===== src/rtl/mac_lane_pkg.sv =====
package mac_lane_pkg;
  // Post-multiply operation select; the encoding is behaviour
  typedef enum logic [1:0] {
    OP_MUL  = 2'd0,
    OP_ADD  = 2'd1,
    OP_SUB  = 2'd2,
    OP_MUL2 = 2'd3
  } mac_op_e;
endpackage


===== src/rtl/operand_ext.sv =====
// Widens one operand by a single bit, as a sign or a zero, chosen per operand.
module operand_ext #(
  parameter int W = 8
) (
  input  logic [W-1:0]      d,
  input  logic              is_signed,
  output logic signed [W:0] q
);
  logic top_bit;
  always_comb begin
    top_bit = is_signed & d[W-1];
    q       = $signed({top_bit, d});
  end
endmodule


===== src/rtl/mul_core.sv =====
// Signed multiply of two pre-extended operands, fitted to the result width.
module mul_core #(
  parameter int AW = 8,
  parameter int BW = 8,
  parameter int RW = 24
) (
  input  logic signed [AW:0] a,
  input  logic signed [BW:0] b,
  output logic [RW-1:0]      p
);
  localparam int PW = AW + BW + 2;

  logic signed [PW-1:0] full;
  always_comb full = a * b;

  generate
    if (RW > PW) begin : g_widen
      assign p = {{(RW-PW){full[PW-1]}}, full};
    end else if (RW == PW) begin : g_exact
      assign p = full;
    end else begin : g_trunc
      assign p = full[RW-1:0];
    end
  endgenerate
endmodule


===== src/rtl/acc_unit.sv =====
// One adder serves plain multiply, accumulate and subtract.
module acc_unit
  import mac_lane_pkg::*;
#(
  parameter int W = 24
) (
  input  logic [W-1:0] acc,
  input  logic [W-1:0] prod,
  input  mac_op_e      op,
  output logic [W-1:0] sum
);
  logic          subtract;
  logic          use_acc;
  logic [W-1:0]  base;
  logic [W-1:0]  addend;
  logic [W-1:0]  carry_in;

  always_comb begin
    subtract = (op == OP_SUB);
    use_acc  = (op == OP_ADD) || (op == OP_SUB);
    base     = use_acc ? acc : '0;
    addend   = subtract ? ~prod : prod;
    carry_in = {{(W-1){1'b0}}, subtract};
    sum      = base + addend + carry_in;
  end
endmodule


===== src/rtl/mac_lane.sv =====
module mac_lane
  import mac_lane_pkg::*;
#(
  parameter int A_W   = 8,
  parameter int B_W   = 8,
  parameter int ACC_W = 24
) (
  input  logic             clk,
  input  logic             rst,
  input  logic             vld_i,
  input  logic [1:0]       sgn_i,
  input  logic [1:0]       op_i,
  input  logic [A_W-1:0]   a_i,
  input  logic [B_W-1:0]   b_i,
  input  logic [ACC_W-1:0] acc_i,
  output logic [ACC_W-1:0] res_o,
  output logic             vld_o
);
  logic signed [A_W:0] a_ext;
  logic signed [B_W:0] b_ext;
  logic [ACC_W-1:0]    prod;
  logic [ACC_W-1:0]    next_res;
  mac_op_e             op_sel;

  always_comb op_sel = mac_op_e'(op_i);

  operand_ext #(.W(A_W)) u_ext_a (.d(a_i), .is_signed(sgn_i[0]), .q(a_ext));
  operand_ext #(.W(B_W)) u_ext_b (.d(b_i), .is_signed(sgn_i[1]), .q(b_ext));

  mul_core #(.AW(A_W), .BW(B_W), .RW(ACC_W)) u_mul (
    .a(a_ext), .b(b_ext), .p(prod)
  );

  acc_unit #(.W(ACC_W)) u_acc (
    .acc(acc_i), .prod(prod), .op(op_sel), .sum(next_res)
  );

  always_ff @(posedge clk) begin
    if (rst) begin
      res_o <= '0;
      vld_o <= 1'b0;
    end else begin
      vld_o <= vld_i;
      if (vld_i) res_o <= next_res;
    end
  end
endmodule


===== config.mk =====
export PLATFORM = sky130hd
export DESIGN_NAME = mac_lane
export DESIGN_NICKNAME = d
export VERILOG_FILES = /design/src/rtl/mac_lane_pkg.sv /design/src/rtl/operand_ext.sv /design/src/rtl/mul_core.sv /design/src/rtl/acc_unit.sv /design/src/rtl/mac_lane.sv
export SDC_FILE = /design/constraint.sdc
export NUM_CORES = 1
export LEC_CHECK = 0
export BUFFER_PORTS_ARGS = -buffer_cell sky130_fd_sc_hd__buf_2
export CORE_MARGIN = 2
export CORE_UTILIZATION = 55
export CTS_CLUSTER_DIAMETER = 50
export DETAILED_ROUTE_END_ITERATION = 12
export HOLD_SLACK_MARGIN = 0.15
export PLACE_DENSITY_LB_ADDON = 0.12
export SYNTH_ARGS = -nofsm -noshare
export SYNTH_HDL_FRONTEND = slang
export SYNTH_SLANG_ARGS = --single-unit

===== constraint.sdc =====
create_clock -name clk -period 16.3 [get_ports clk]
set_input_delay 3.26 -clock clk [delete_from_list [all_inputs] [get_ports clk]]
set_output_delay 3.26 -clock clk [all_outputs]
set_load 0.02 [all_outputs]

Word-level counts from Yosys, hierarchy flattened
Cells that the tools add are included.
Word-level totals
  input bits: 47
  word-level logic and storage cells: 13
  register bits after elaboration: 25
  output and inout port bits: 25
Cells by class
  reduce and logical (&&, ||, !) cells: 1
  bitwise logic cells: 3
  eq/ne operators: 2
  $add $sub $neg: 2
  multiplexer cells: 2
  multiply operators: 1
Operators by type and width (number)
  two-way mux 24 bit: 2
  adder 24 x 1 -> 24 bit: 1
  adder 24 bit: 1
  inverter 24 bit: 1
  multiplier 9 x 9 -> 18 bit: 1
  AND 1 bit: 2
  == test 2 x 1 -> 1 bit (second input constant): 1
  == test 2 bit (second input constant): 1
  logical OR 1 bit: 1

Logic depth before layout (Yosys ltp)
Gate-level depths: netlist (run 1).
  depth in word-level cells: 6
  mapped depth: 32
  depth with buffers taken out: 31

Cells and area by module
From an unflattened synthesis (run 1), not the netlist that was laid out.
Unflattened totals
  cell total of the unflattened synthesis: 662
  area, all modules: 5793.1 µm²
By module, submodules not included
  mul_core: area an instance 3093.0 µm², sequential area each 0.0 µm², cells an instance 335, instances 1
  acc_unit: area an instance 1650.3 µm², sequential area each 0.0 µm², cells an instance 227, instances 1
  mac_lane: area an instance 902.1 µm², sequential area each 500.5 µm², cells an instance 80, instances 1
  operand_ext: area an instance 73.8 µm², sequential area each 0.0 µm², cells an instance 10, instances 2

Least setup slack after synthesis (run 1)
No wires, ideal clock.
  path type: input-to-reg
  start point: input port b_i[7]
  end point: register res_o[23]
  stages: 31
  library setup time: 132 ps
  path slack: 5936 ps
  path buffers: 1
  arrival: 10231 ps
  required time: 16168 ps
  cell sequence: clkbuf_1 -> nand2_1 -> or2_2 -> fa_1 -> fa_1 -> inv_1 -> fa_1 -> fa_1 -> inv_1 -> fa_1 -> inv_1 -> ha_1 -> inv_1 -> o21bai_1 -> a21o_1 -> a21oi_1 -> inv_1 -> a21oi_1 -> nor2b_1 -> o21a_1 -> o41ai_1 -> xnor2_1 -> ha_1 -> o2111a_1 -> o21a_1 -> o32a_2 -> o21bai_2 -> a211oi_1 -> or4_1 -> nand3_1 -> a21oi_1
On the way
  cells in the longest elaborated chain, start to end: 6
Ends and longest elaborated chain
  from (decl): RTL line mac_lane.sv:14  | input logic [B_W-1:0] b_i,
  AND 1 bit: RTL line operand_ext.sv:11  | top_bit = is_signed & d[W-1];
  multiplier 9 x 9 -> 18 bit *: RTL line mul_core.sv:14  | always_comb full = a * b;
  inverter 24 bit: RTL line acc_unit.sv:22  | addend = subtract ? ~prod : prod;
  two-way mux 24 bit *: RTL line acc_unit.sv:22
  adder 24 bit *: RTL line acc_unit.sv:24  | sum = base + addend + carry_in;
  adder 24 x 1 -> 24 bit *: RTL line acc_unit.sv:24
  to (signal assigned): RTL line mac_lane.sv:44  | if (vld_i) res_o <= next_res;
  to (decl): RTL line mac_lane.sv:16  | output logic [ACC_W-1:0] res_o,
Every way passes the cells marked *; elsewhere a longest branch is shown, timed or not.
A chain may end at the register's enable or synchronous reset.

Worst setup path in the final report (run 1)
Ends and elaborated chain as after synthesis.

==> results of run 1 <==
## area by class of cell
class	instances	area, µm²	share of cell area [%]
Tap cell	129	161.4	2.806
Sequential cell	25	500.5	8.699
Timing Repair Buffer	71	355.3	6.177
Clock buffer	4	45.04	0.7829
Multi-Input combinational cell	475	4368	75.92
Inverter	86	322.8	5.611
## layer usage
metal	GRT usage (%)	share of wire, %	up-vias
met5	0	0	-
met4	3.897	1.6	0
met3	2.462	3.9	20
met2	39.47	51	96
met1	28.06	44	2019
li1	-	-	2049
## through the flow
stage          instance area (µm²)  cells  setup slack, ns  hold WS, ns  utilization, %
6_report                      5753    790            5.811       0.4846           61.97
2_1_floorplan                 5280    607            5.936       0.5425               -
4_1_cts                       5753    790            5.781       0.4873           61.97
5_1_grt                       5753    790            5.275       0.5150           61.97
3_3_place_gp                  5708    786            5.680       0.4697           61.48
3_5_place_dp                  5708    786            5.513       0.4730           61.48
## worst max-delay path, delay by kind of cell
kind	cells	cell delay, ns
adders and majority gates	7	3.30
AOI/OAI and AO/OA	12	2.12
and+or+nand+nor	5	1.36
buffers and inverters	6	0.45
xor gates and xnor gates	1	0.13
## power breakdown
group	switching, W	total, W	internal (W)
clock	0.0000186	0.0000361	0.0000175
sequential	0.00000798	0.0000897	0.0000817
combinational	0.000627	0.00116	0.000530
total	0.000653	0.00128	0.000629
## cells in the final DEF (no fill, tap or decap), types with 13 or more instances in the layout
| master | n |
|---|---|
| sky130_fd_sc_hd__a21o_1 | 13 |
| sky130_fd_sc_hd__a21oi_1 | 26 |
| sky130_fd_sc_hd__and2_1 | 36 |
| sky130_fd_sc_hd__buf_2 | 71 |
| sky130_fd_sc_hd__dfxtp_1 | 25 |
| sky130_fd_sc_hd__fa_1 | 71 |
| sky130_fd_sc_hd__ha_1 | 60 |
| sky130_fd_sc_hd__inv_1 | 86 |
| sky130_fd_sc_hd__mux2i_1 | 18 |
| sky130_fd_sc_hd__nand2_1 | 51 |
| sky130_fd_sc_hd__nor2_1 | 45 |
| sky130_fd_sc_hd__nor2b_1 | 27 |
| sky130_fd_sc_hd__xnor2_1 | 37 |
| sky130_fd_sc_hd__xor2_1 | 19 |
## logic make-up (layout without fill, tap and decap cells)
kind of cell | count (synthesis) | count (layout) | share of synthesized area (%)
AOI/OAI and AO/OA | 86 | 86 | 10.90
xor gates and xnor gates | 59 | 59 | 10.33
adders and majority gates | 131 | 131 | 41.14
buffers and inverters | 107 | 161 | 7.796
DFF | 25 | 25 | 9.479
muxes | 19 | 19 | 3.626
and+or+nand+nor | 180 | 180 | 16.73
## final timing paths
check / depth (start not counted) / to
hold / removal: 2 / res_o[23]
setup / recovery: 31 / res_o[23]
setup reg to reg: 2 / res_o[0]
hold reg to reg: 2 / res_o[23]
## registers in the layout, indices dropped and copies added (netlist names)
name and cells:
res_o 24, vld_o 1
==> results.txt, run 1 <==
----------------------------------------------------
[Floorplan]
  Starting utilization of the core area ... a little under three fifths
  Die Outline Area ... between 0.01 and 0.015 mm²
  Floorplan core area ... 0.009284 mm²
  Die span in y ... 102.0 µm
  Placement Rows ... 35
  Die Wd ... 102.0 µm
  Number of ports placed on the die boundary ... 72

[Finish]
  Final-layout fill cell count ... ~900
  Layout overhead on the synthesized area ... 8.957%
  Fraction of final layout cells with drive strength greater than 1 ... approximately an eighth
  Post-layout nets ... 840
  Ant. Diodes ... 0

[Clock network]
  CTS Buf Count ... 3
  Total setup buffers inserted after CTS ... 0
  Deepest clock path buffer count ... 2
  CTS clock-pin slew for the worst setup and hold paths ... 0.08 ns
  Clock latency of the later-clocked register in the worst-skew pair ... between 0.2 and 0.3 ns
  Clock Sinks ... 25
  Maximum level of the CTS H-tree ... 1
  Total of hold buffers inserted after clock tree synthesis ... 0
  Clock tree from TritonCTS ... built
  Cell at the root of the clock tree ... sky130_fd_sc_hd__clkbuf_8
  Cts repair resizes ... 0

[Routing]
  Total number of vias ... between 4000 and 5000
  Number of iterations in the first detailed-routing pass ... 4
  Total wirelength of the detailed-routed design ... around 10000 µm
  Average wire length per cell after detail routing ... approximately 13 µm
  Post-DR vias/cell ... approximately 5.3
  Number of nets still failing antenna checks after routing ... 0
  Detailed Route Iter0 Violations ... roughly 190
  Post-route DRC violation count ... 0

[Logic synthesis]
  Number of enable-type register cells in the synthesized netlist ... 0
  Post-synth top area cell ... sky130_fd_sc_hd__fa_1
  Library cell with the highest instance count after synthesis ... sky130_fd_sc_hd__inv_1
  Net count after synthesis ... 785
  Share of synthesized area occupied by flip-flops and latches ... a little under a tenth
  Number of unique standard cell types used by synthesis ... 46
  Mapped Avg Cell Area ... 8.699 µm²
  Area share of the largest cell type after synthesis ... between 20% and 30%
  Post-synth top cells ... sky130_fd_sc_hd__inv_1 (86), sky130_fd_sc_hd__fa_1 (71), sky130_fd_sc_hd__ha_1 (60)
  Synth top area cells ... sky130_fd_sc_hd__fa_1 (27%), sky130_fd_sc_hd__ha_1 (14%), sky130_fd_sc_hd__dfxtp_1 (9.5%)
  Mapped Cells ... a little over 600
  Number of register bits inferred by synthesis ... 25
  Synth async-reset ratio ... 0%
  Area of the mapped netlist ... around 0.0053 mm²
  Primary flip-flop cell chosen by synthesis mapping ... sky130_fd_sc_hd__dfxtp_1
  Count of synthesis-stage warnings from yosys ... 0

[Worst setup path]
  Delay of the slowest cell on the worst path ... about 0.56 ns
  Critical path class ... in2reg
  Critical Path End Type ... flop
  Worst reg2reg setup slack ... between 15 and 20 ns
  Element type at the critical path start ... input port
  Critical-path top delay cell ... sky130_fd_sc_hd__or4_1
  Start of the worst register-to-register path ... res_o[0]
  Critical path arrival ... 10.63 ns
  Worst Setup SP ... b_i[7]
  Required time worst endpoint ... ~16 ns
  Critical path peak fanout ... 10

[Timing]
  Time the worst path needs with I/O delays and setup ... roughly 10 ns
  Number of setup violations in the final report ... 0
  Worst Skew ... 0 ns
  Number of max-slew violations in the final report ... 0
  Hold violation count in the final report ... 0
  Setup tns final ... 0 ns
  Transition time at the pin with the least slew margin ... a little over 1 ns
  Headroom to the max-slew limit ... between 30% and 40%
  Unrepaired setup endpoints after global routing ... no
  Post-route clock period utilization ... roughly 64%
  Highest clock frequency the design can meet ... 95.34 MHz

[Pwr]
  Largest vdd supply drop ... around 150 µV
  Static Leakage ... 3.058 nW
  Total Power Consumption ... 0.001282 W
  Pwr/cell area ... 222.8 mW/mm²

[Global routing]
  Number of antenna violations at the first check in global routing ... 0
  Gr ovfl total ... 0
  Via count of the first global-routing pass ... approximately 4400
  First-pass GRT wire length ... between 15000 and 20000 µm
  Overall routing resource usage ... between 20 and 25%
  Largest net degree at the start of global routing ... 32

[Placed design]
  IO buf count ... 71
  HPWL after detailed placement ... between 8000 and 9000 µm
  RD Place Congestion ... approximately 0.84

[Min path]
  Hold Crit Class ... reg2reg
  Hold Startpoint ... res_o[23]

[Run status]
  Status ... finished clean

[Flow run]
  Max Cap Viol ... 0

----------------------------------------------------
(Power assumes the default switching activity.)
==> run 2, diff against run 1 <==
==> constraint.sdc (replaced) <==
create_clock -name clk -period 9.75 [get_ports clk]
set_input_delay 1.95 -clock clk [delete_from_list [all_inputs] [get_ports clk]]
set_output_delay 1.95 -clock clk [all_outputs]
set_load 0.02 [all_outputs]
==> run 2 against run 1 <==
  * Count of clock-buffer cells in the layout decreased by 1
  * Register-to-register slack worse by 6.5 ns
  * Utilization up 0.34 points
  * Routed wire length decreased by 0.34%
  * Cell count increased by 0.51%
  * Sequential power increased by 67%
  * Total power grew 69%
  * Die area did not move
  * Non-clock buffer count up 4
==> results.txt, run 2 (synthesized netlist as in run 1, its figures left out) <==
----------------------------------------------------
[Pwr]
  Switching power ... between 0.001 and 0.0015 W
  Combinational group share of total power ... 90.2%
  Internal power of the cells ... roughly 0.0011 W
  Pwr/cell area ... approximately 370 mW/mm²
  Share of total power in the clock network ... between 2 and 3%
  Largest vdd supply drop ... between 200 and 300 µV
  Fraction of power spent switching nets ... about 51%
  Sequential share of power ... 6.9%
  Static Leakage ... 3.080 nW

[Floorplan]
  Die span in y ... between 100 and 150 µm
  Placement Rows ... 35
  Starting utilization of the core area ... between 50 and 60%
  Number of ports placed on the die boundary ... between 70 and 80
  Floorplan core area ... between 0.009 and 0.01 mm²
  Die Wd ... between 100 and 150 µm
  Die Outline Area ... 0.01040 mm²

[Timing]
  Number of setup violations in the final report ... 0
  Highest clock frequency the design can meet ... ~110 MHz
  Headroom to the max-slew limit ... about 52%
  Unrepaired setup endpoints after global routing ... no
  Worst Skew ... 0 ns
  Number of max-slew violations in the final report ... 0
  Setup tns final ... 0 ns
  Time the worst path needs with I/O delays and setup ... roughly 8.9 ns
  Post-route clock period utilization ... about nine tenths
  Transition time at the pin with the least slew margin ... 0.7184 ns
  Hold violation count in the final report ... 0

[Routing]
  Average wire length per cell after detail routing ... between 10 and 15 µm
  Number of nets still failing antenna checks after routing ... 0
  Post-DR vias/cell ... about 5.2
  Post-route DRC violation count ... 0
  Number of iterations in the first detailed-routing pass ... 4
  Detailed Route Iter0 Violations ... around 130
  Total wirelength of the detailed-routed design ... 10400 µm
  Total number of vias ... between 4000 and 5000

[Global routing]
  First-pass GRT wire length ... about 19000 µm
  Number of antenna violations at the first check in global routing ... 0
  Largest net degree at the start of global routing ... 32
  Gr ovfl total ... 0
  Via count of the first global-routing pass ... around 4300
  Overall routing resource usage ... ~22%

[Worst setup path]
  Critical path class ... in2reg
  Required time worst endpoint ... 9.89 ns
  Cell count of the worst reg-to-reg path ... 2
  Critical path peak fanout ... 10
  Worst reg2reg endpoint ... res_o[10]
  Worst reg2reg setup slack ... around 9.1 ns
  Element type at the critical path start ... input port
  Critical-path top delay cell ... sky130_fd_sc_hd__fa_1
  Critical Path End Type ... flop
  Start of the worst register-to-register path ... res_o[10]
  Critical path arrival ... between 9 and 10 ns
  Delay of the slowest cell on the worst path ... 0.54 ns

[Placed design]
  DP Area ... 0.005738 mm²
  RD Place Congestion ... 0.8111
  HPWL after detailed placement ... 8840 µm
  IO buf count ... 71

[Finish]
  Top Registers ... res_o (24), vld_o (1)
  Final-layout fill cell count ... 877
  Ant. Diodes ... 0
  Max FFs per register ... 24
  Post-layout nets ... between 800 and 900
  Layout Cell Area excl Fill ... ~0.0058 mm²
  Most flops, register ... res_o
  Most common cell after layout, fill and taps aside ... sky130_fd_sc_hd__inv_1
  Fraction of final layout cells with drive strength greater than 1 ... about 13%
  Layout overhead on the synthesized area ... 9.550%
  Most frequent cells in the layout ... sky130_fd_sc_hd__inv_1 (86), sky130_fd_sc_hd__fa_1 (71), sky130_fd_sc_hd__buf_2 (71)

[Min path]
  Hold Crit Class ... reg2reg
  Hold Path Sink ... res_o[22]
  Hold Startpoint ... res_o[22]
  Number of cells on the worst hold path ... 2

[Clock network]
  Clock tree from TritonCTS ... built
  Clock Sinks ... 25
  Clock latency of the later-clocked register in the worst-skew pair ... approximately 0.27 ns
  Maximum level of the CTS H-tree ... 1
  Total of hold buffers inserted after clock tree synthesis ... 0
  Total setup buffers inserted after CTS ... 0
  CTS Buf Count ... 3
  CTS clock-pin slew for the worst setup and hold paths ... about 0.080 ns
  Deepest clock path buffer count ... 2
  Cts repair resizes ... 0
  Cell at the root of the clock tree ... sky130_fd_sc_hd__clkbuf_8

[Flow run]
  Max Cap Viol ... 0

[Run status]
  Status ... finished clean

----------------------------------------------------
-- run 2: final cells by class --
type	instances	area (µm²)	share of cell area, %
well taps	129	161.4	2.790
clock inverters	1	5.005	0.08652
clock buffers	3	41.29	0.7138
inverters	86	322.8	5.581
multi-input cells	475	4368	75.51
repair buffers	75	385.4	6.662
flip-flops and latches	25	500.5	8.652
-- run 2: worst max path at each step --
stage / startpoint / endpoint / slack [ns] / cells past startpoint
2_1_floorplan: b_i[7] / res_o[23] / 0.70 / 31
6_report: a_i[7] / res_o[23] / 0.86 / 31
4_1_cts: a_i[7] / res_o[23] / 0.85 / 31
3_3_place_gp: b_i[7] / res_o[23] / 0.71 / 31
3_5_place_dp: a_i[7] / res_o[23] / 0.58 / 31
5_1_grt: a_i[7] / res_o[23] / 0.27 / 31
-- run 2: critical path, delay by kind of cell --
family / cells / cell delay, ns
buffers and inverters: 6 / 0.45
AO/OA/AOI/OAI: 12 / 2.08
adder cells (fa/ha/maj): 7 / 3.22
AND/OR/NAND/NOR: 5 / 1.17
XOR/XNOR: 1 / 0.13
-- run 2: per-stage QoR --
step | utilization [%] | hold WS [ns] | setup slack, ns | power [W] | instances
after floorplan | - | 0.5425 | 0.6964 | 0.001749 | 607
after global placement | 61.81 | 0.4687 | 0.7112 | 0.002061 | 790
after detailed placement | 61.81 | 0.4748 | 0.5761 | 0.002106 | 790
after CTS | 62.30 | 0.4888 | 0.8546 | 0.002180 | 794
after global routing | 62.30 | 0.5177 | 0.2652 | 0.002454 | 794
final | 62.30 | 0.4873 | 0.8611 | 0.002162 | 794
-- run 2: power groups by stage --
stage / Combinational, W / Clock [W] / Sequential [W]
2_1_floorplan: 0.00156 / 0 / 0.000188
3_3_place_gp: 0.00191 / 0 / 0.000152
3_5_place_dp: 0.00195 / 0 / 0.000153
4_1_cts: 0.00197 / 0.0000633 / 0.000151
5_1_grt: 0.00223 / 0.0000662 / 0.000154
6_report: 0.00195 / 0.0000613 / 0.000150
-- run 2: per-layer routing --
metal | up-vias | global-route usage, % | part of all wire, %
met2 | 76 | 40.74 | 52
met3 | 4 | 2.189 | 3.3
met5 | - | 0 | 0
met4 | 0 | 0.9231 | 0.22
met1 | 2024 | 29.61 | 44
li1 | 2056 | - | -
==> run 3, diff against run 2 <==
--- a/config.mk
+++ b/config.mk
@@ -5,13 +5,15 @@
 export SDC_FILE = /design/constraint.sdc
 export NUM_CORES = 1
 export LEC_CHECK = 0
+export ABC_AREA = 1
 export BUFFER_PORTS_ARGS = -buffer_cell sky130_fd_sc_hd__buf_2
 export CORE_MARGIN = 2
 export CORE_UTILIZATION = 55
 export CTS_CLUSTER_DIAMETER = 50
+export CTS_CLUSTER_SIZE = 14
 export DETAILED_ROUTE_END_ITERATION = 12
 export HOLD_SLACK_MARGIN = 0.15
-export PLACE_DENSITY_LB_ADDON = 0.12
+export PLACE_DENSITY = 0.76
 export SYNTH_ARGS = -nofsm -noshare
 export SYNTH_HDL_FRONTEND = slang
 export SYNTH_SLANG_ARGS = --single-unit
==> run 3 against run 2 <==
  * Sequential cell count stayed put
  * Critical path depth increased by 2
  * Routed wire length rose by 13%
  * Clock skew stayed put
  * Critical endpoint unchanged
  * Largest power group unchanged
  * Highest routed layer unchanged
==> results.txt, run 3 <==
----------------------------------------------------
[Run status]
  Status ... finished clean

[Logic synthesis]
  Net count after synthesis ... slightly below 1000
  Area of the mapped netlist ... approximately 0.0055 mm²
  Number of register bits inferred by synthesis ... 25
  Library cell with the highest instance count after synthesis ... sky130_fd_sc_hd__inv_1
  Share of synthesized area occupied by flip-flops and latches ... a little under a tenth
  Synth async-reset ratio ... 0%
  Post-synth top area cell ... sky130_fd_sc_hd__fa_1
  Number of unique standard cell types used by synthesis ... 35
  Area share of the largest cell type after synthesis ... roughly a quarter
  Mapped Avg Cell Area ... 7.003 µm²
  Primary flip-flop cell chosen by synthesis mapping ... sky130_fd_sc_hd__dfxtp_1
  Synth top area cells ... sky130_fd_sc_hd__fa_1 (26%), sky130_fd_sc_hd__ha_1 (14%), sky130_fd_sc_hd__inv_1 (13%)
  Number of enable-type register cells in the synthesized netlist ... 0
  Count of synthesis-stage warnings from yosys ... 0
  Post-synth top cells ... sky130_fd_sc_hd__inv_1 (185), sky130_fd_sc_hd__nand2_1 (161), sky130_fd_sc_hd__nor2_1 (86)
  Mapped Cells ... 791

[Worst setup path]
  Critical path arrival ... roughly 8.7 ns
  Cell count of the worst reg-to-reg path ... 4
  Critical path peak fanout ... 10
  Element type at the critical path start ... input port
  Required time worst endpoint ... between 9 and 10 ns
  Critical Path End Type ... flop
  Delay of the slowest cell on the worst path ... approximately 0.55 ns
  Critical path class ... in2reg
  Critical-path top delay cell ... sky130_fd_sc_hd__fa_1

[Finish]
  Sequential cell area ... approximately 500 µm²
  Ant. Diodes ... 0
  Most flops, register ... res_o
  Final-layout fill cell count ... between 900 and 1000
  Layout overhead on the synthesized area ... 8.313%
  Top Registers ... res_o (24), vld_o (1)
  Multi-input logic area ... approximately 0.0042 mm²
  Finished Layout Cells ... slightly below 1000
  Most common cell after layout, fill and taps aside ... sky130_fd_sc_hd__inv_1
  Max FFs per register ... 24
  Most frequent cells in the layout ... sky130_fd_sc_hd__inv_1 (185), sky130_fd_sc_hd__nand2_1 (161), sky130_fd_sc_hd__nor2_1 (86)
  Fraction of final layout cells with drive strength greater than 1 ... between 10 and 15%
  Post-layout nets ... just over 1000

[Pwr]
  Share of total power in the clock network ... roughly 2.9%
  Sequential share of power ... 7.3%
  Fraction of power spent switching nets ... 57.80%
  Pwr/cell area ... ~350 mW/mm²
  Static Leakage ... around 3.7 nW
  Switching power ... ~0.0012 W
  Internal power of the cells ... roughly 0.00089 W
  Total Power Consumption ... about 0.0021 W
  Combinational group share of total power ... 89.7%
  Largest vdd supply drop ... between 150 and 200 µV

[Clock network]
  Clock tree from TritonCTS ... built
  Total of hold buffers inserted after clock tree synthesis ... 0
  Total setup buffers inserted after CTS ... 0
  Maximum level of the CTS H-tree ... 1
  CTS Buf Count ... 3
  Deepest clock path buffer count ... 2
  Clock latency of the later-clocked register in the worst-skew pair ... 0.27 ns
  CTS clock-pin slew for the worst setup and hold paths ... 0.09 ns
  Clock Sinks ... 25
  Cts repair resizes ... 0
  Cell at the root of the clock tree ... sky130_fd_sc_hd__clkbuf_8

[Floorplan]
  Die Wd ... between 100 and 150 µm
  Starting utilization of the core area ... between 50% and 60%
  Die span in y ... roughly 100 µm
  Floorplan core area ... slightly below 0.01 mm²
  Number of ports placed on the die boundary ... about 70
  Placement Rows ... 36
  Die Outline Area ... about 0.011 mm²

[Global routing]
  Number of antenna violations at the first check in global routing ... 0
  Via count of the first global-routing pass ... between 5000 and 6000
  Overall routing resource usage ... about a quarter
  Global-route met1 utilization ... between 30% and 40%
  Global routing usage on met2 ... approximately 43%
  Busiest layer in global routing ... met2
  Met3 track utilization from global routing ... between 2 and 2.5%
  First-pass GRT wire length ... ~22000 µm
  Largest net degree at the start of global routing ... 38
  Gr ovfl total ... 0

[Timing]
  Post-route clock period utilization ... between 80% and 90%
  Headroom to the max-slew limit ... 53.05%
  Transition time at the pin with the least slew margin ... 0.7042 ns
  Least setup slack across all paths after layout ... about 1.2 ns
  Worst Skew ... 0 ns
  Setup tns final ... 0 ns
  Unrepaired setup endpoints after global routing ... no
  Number of max-slew violations in the final report ... 0
  Number of setup violations in the final report ... 0
  Highest clock frequency the design can meet ... ~120 MHz
  Hold violation count in the final report ... 0
  Time the worst path needs with I/O delays and setup ... 8.500 ns

[Placed design]
  Number of instances in the placed design ... 969
  RD Place Congestion ... roughly 0.9
  HPWL after detailed placement ... 10270 µm
  Pre-CTS WS ... 1.007 ns
  IO buf count ... 71

[Min path]
  Number of cells on the worst hold path ... 2
  Hold Crit Class ... reg2reg

[Routing]
  Post-route DRC violation count ... 0
  Total wirelength of the detailed-routed design ... roughly 12000 µm
  Post-DR vias/cell ... between 4 and 5
  Total number of vias ... between 4000 and 5000
  Number of nets still failing antenna checks after routing ... 0
  Number of iterations in the first detailed-routing pass ... 5
  Average wire length per cell after detail routing ... 12.12 µm
  Detailed Route Iter0 Violations ... about 230

[Flow run]
  Max Cap Viol ... 0

----------------------------------------------------
==> run 3: cell count changes after synthesis, sizes merged, moves of 10 or more <==
cell	change
inv	+104
nor2b	-27
nand2	+113
and2	-36
xnor2	-25
a21oi	+15
mux2i	-18
nor2	+42
a211oi	-10
o21ai	+19
xor2	+11
a21o	-10
nand3	+18
==> run 3: through the flow <==
step	hold slack [ns]	util, %	cell area (µm²)
floorplan	0.5922	-	5539
global placement	0.4777	60.92	5954
detailed placement	0.4730	60.92	5954
CTS	0.4971	61.38	6000
global route	0.5438	61.38	6000
finish	0.4996	61.38	6000
==> run 3: cells by family (layout without fill, tap and decap cells) <==
logic type / Yosys count / after routing / share of synthesized area, %
AND/OR/NAND/NOR: 284 / 284 / 20.87
buffers and inverters: 218 / 267 / 14.93
adder cells (fa/ha/maj): 131 / 131 / 39.21
AO/OA/AOI/OAI: 89 / 89 / 8.990
XOR/XNOR: 44 / 44 / 6.957
flip-flops: 25 / 25 / 9.035
==> run 3: final cells by class <==
cell class,instances,area share (%)
well taps,133,2.774
repair buffers,71,5.923
inverters,192,12.01
clock buffers,4,0.7508
multi-input cells,548,70.20
flip-flops and latches,25,8.342
==> run 3: routing by layer <==
layer | share of wire, % | routed length (µm)
met2 | 50 | 5945
met1 | 45 | 5287
met3 | 4.3 | 511
met5 | 0 | 0
met4 | 0.37 | 44
==> run 3: path summary, 6_finish.rpt <==
| check | start | endpoint | slack [ns] |
|---|---|---|---|
| max | b_i[7] | res_o[23] | 1.25 |
| min | res_o[17] | res_o[17] | 0.50 |
| max reg2reg | res_o[12] | res_o[12] | 9.04 |
| min reg2reg | res_o[17] | res_o[17] | 0.50 |
==> run 3: worst max-delay path, delay by kind of cell <==
kind	cells	cell delay, ns
adders and majority gates	7	3.34
xor gates and xnor gates	1	0.15
buffers and inverters	6	0.44
AOI/OAI and AO/OA	4	0.58
and+or+nand+nor	15	2.26
==> run 3: power groups by stage <==
stage / combinational (W) / sequential (W) / clock [W]
global route: 0.00219 / 0.000159 / 0.0000679
detailed placement: 0.00189 / 0.000157 / 0
global placement: 0.00187 / 0.000157 / 0
CTS: 0.00190 / 0.000155 / 0.0000628
floorplan: 0.00147 / 0.000200 / 0
finish: 0.00190 / 0.000156 / 0.0000623
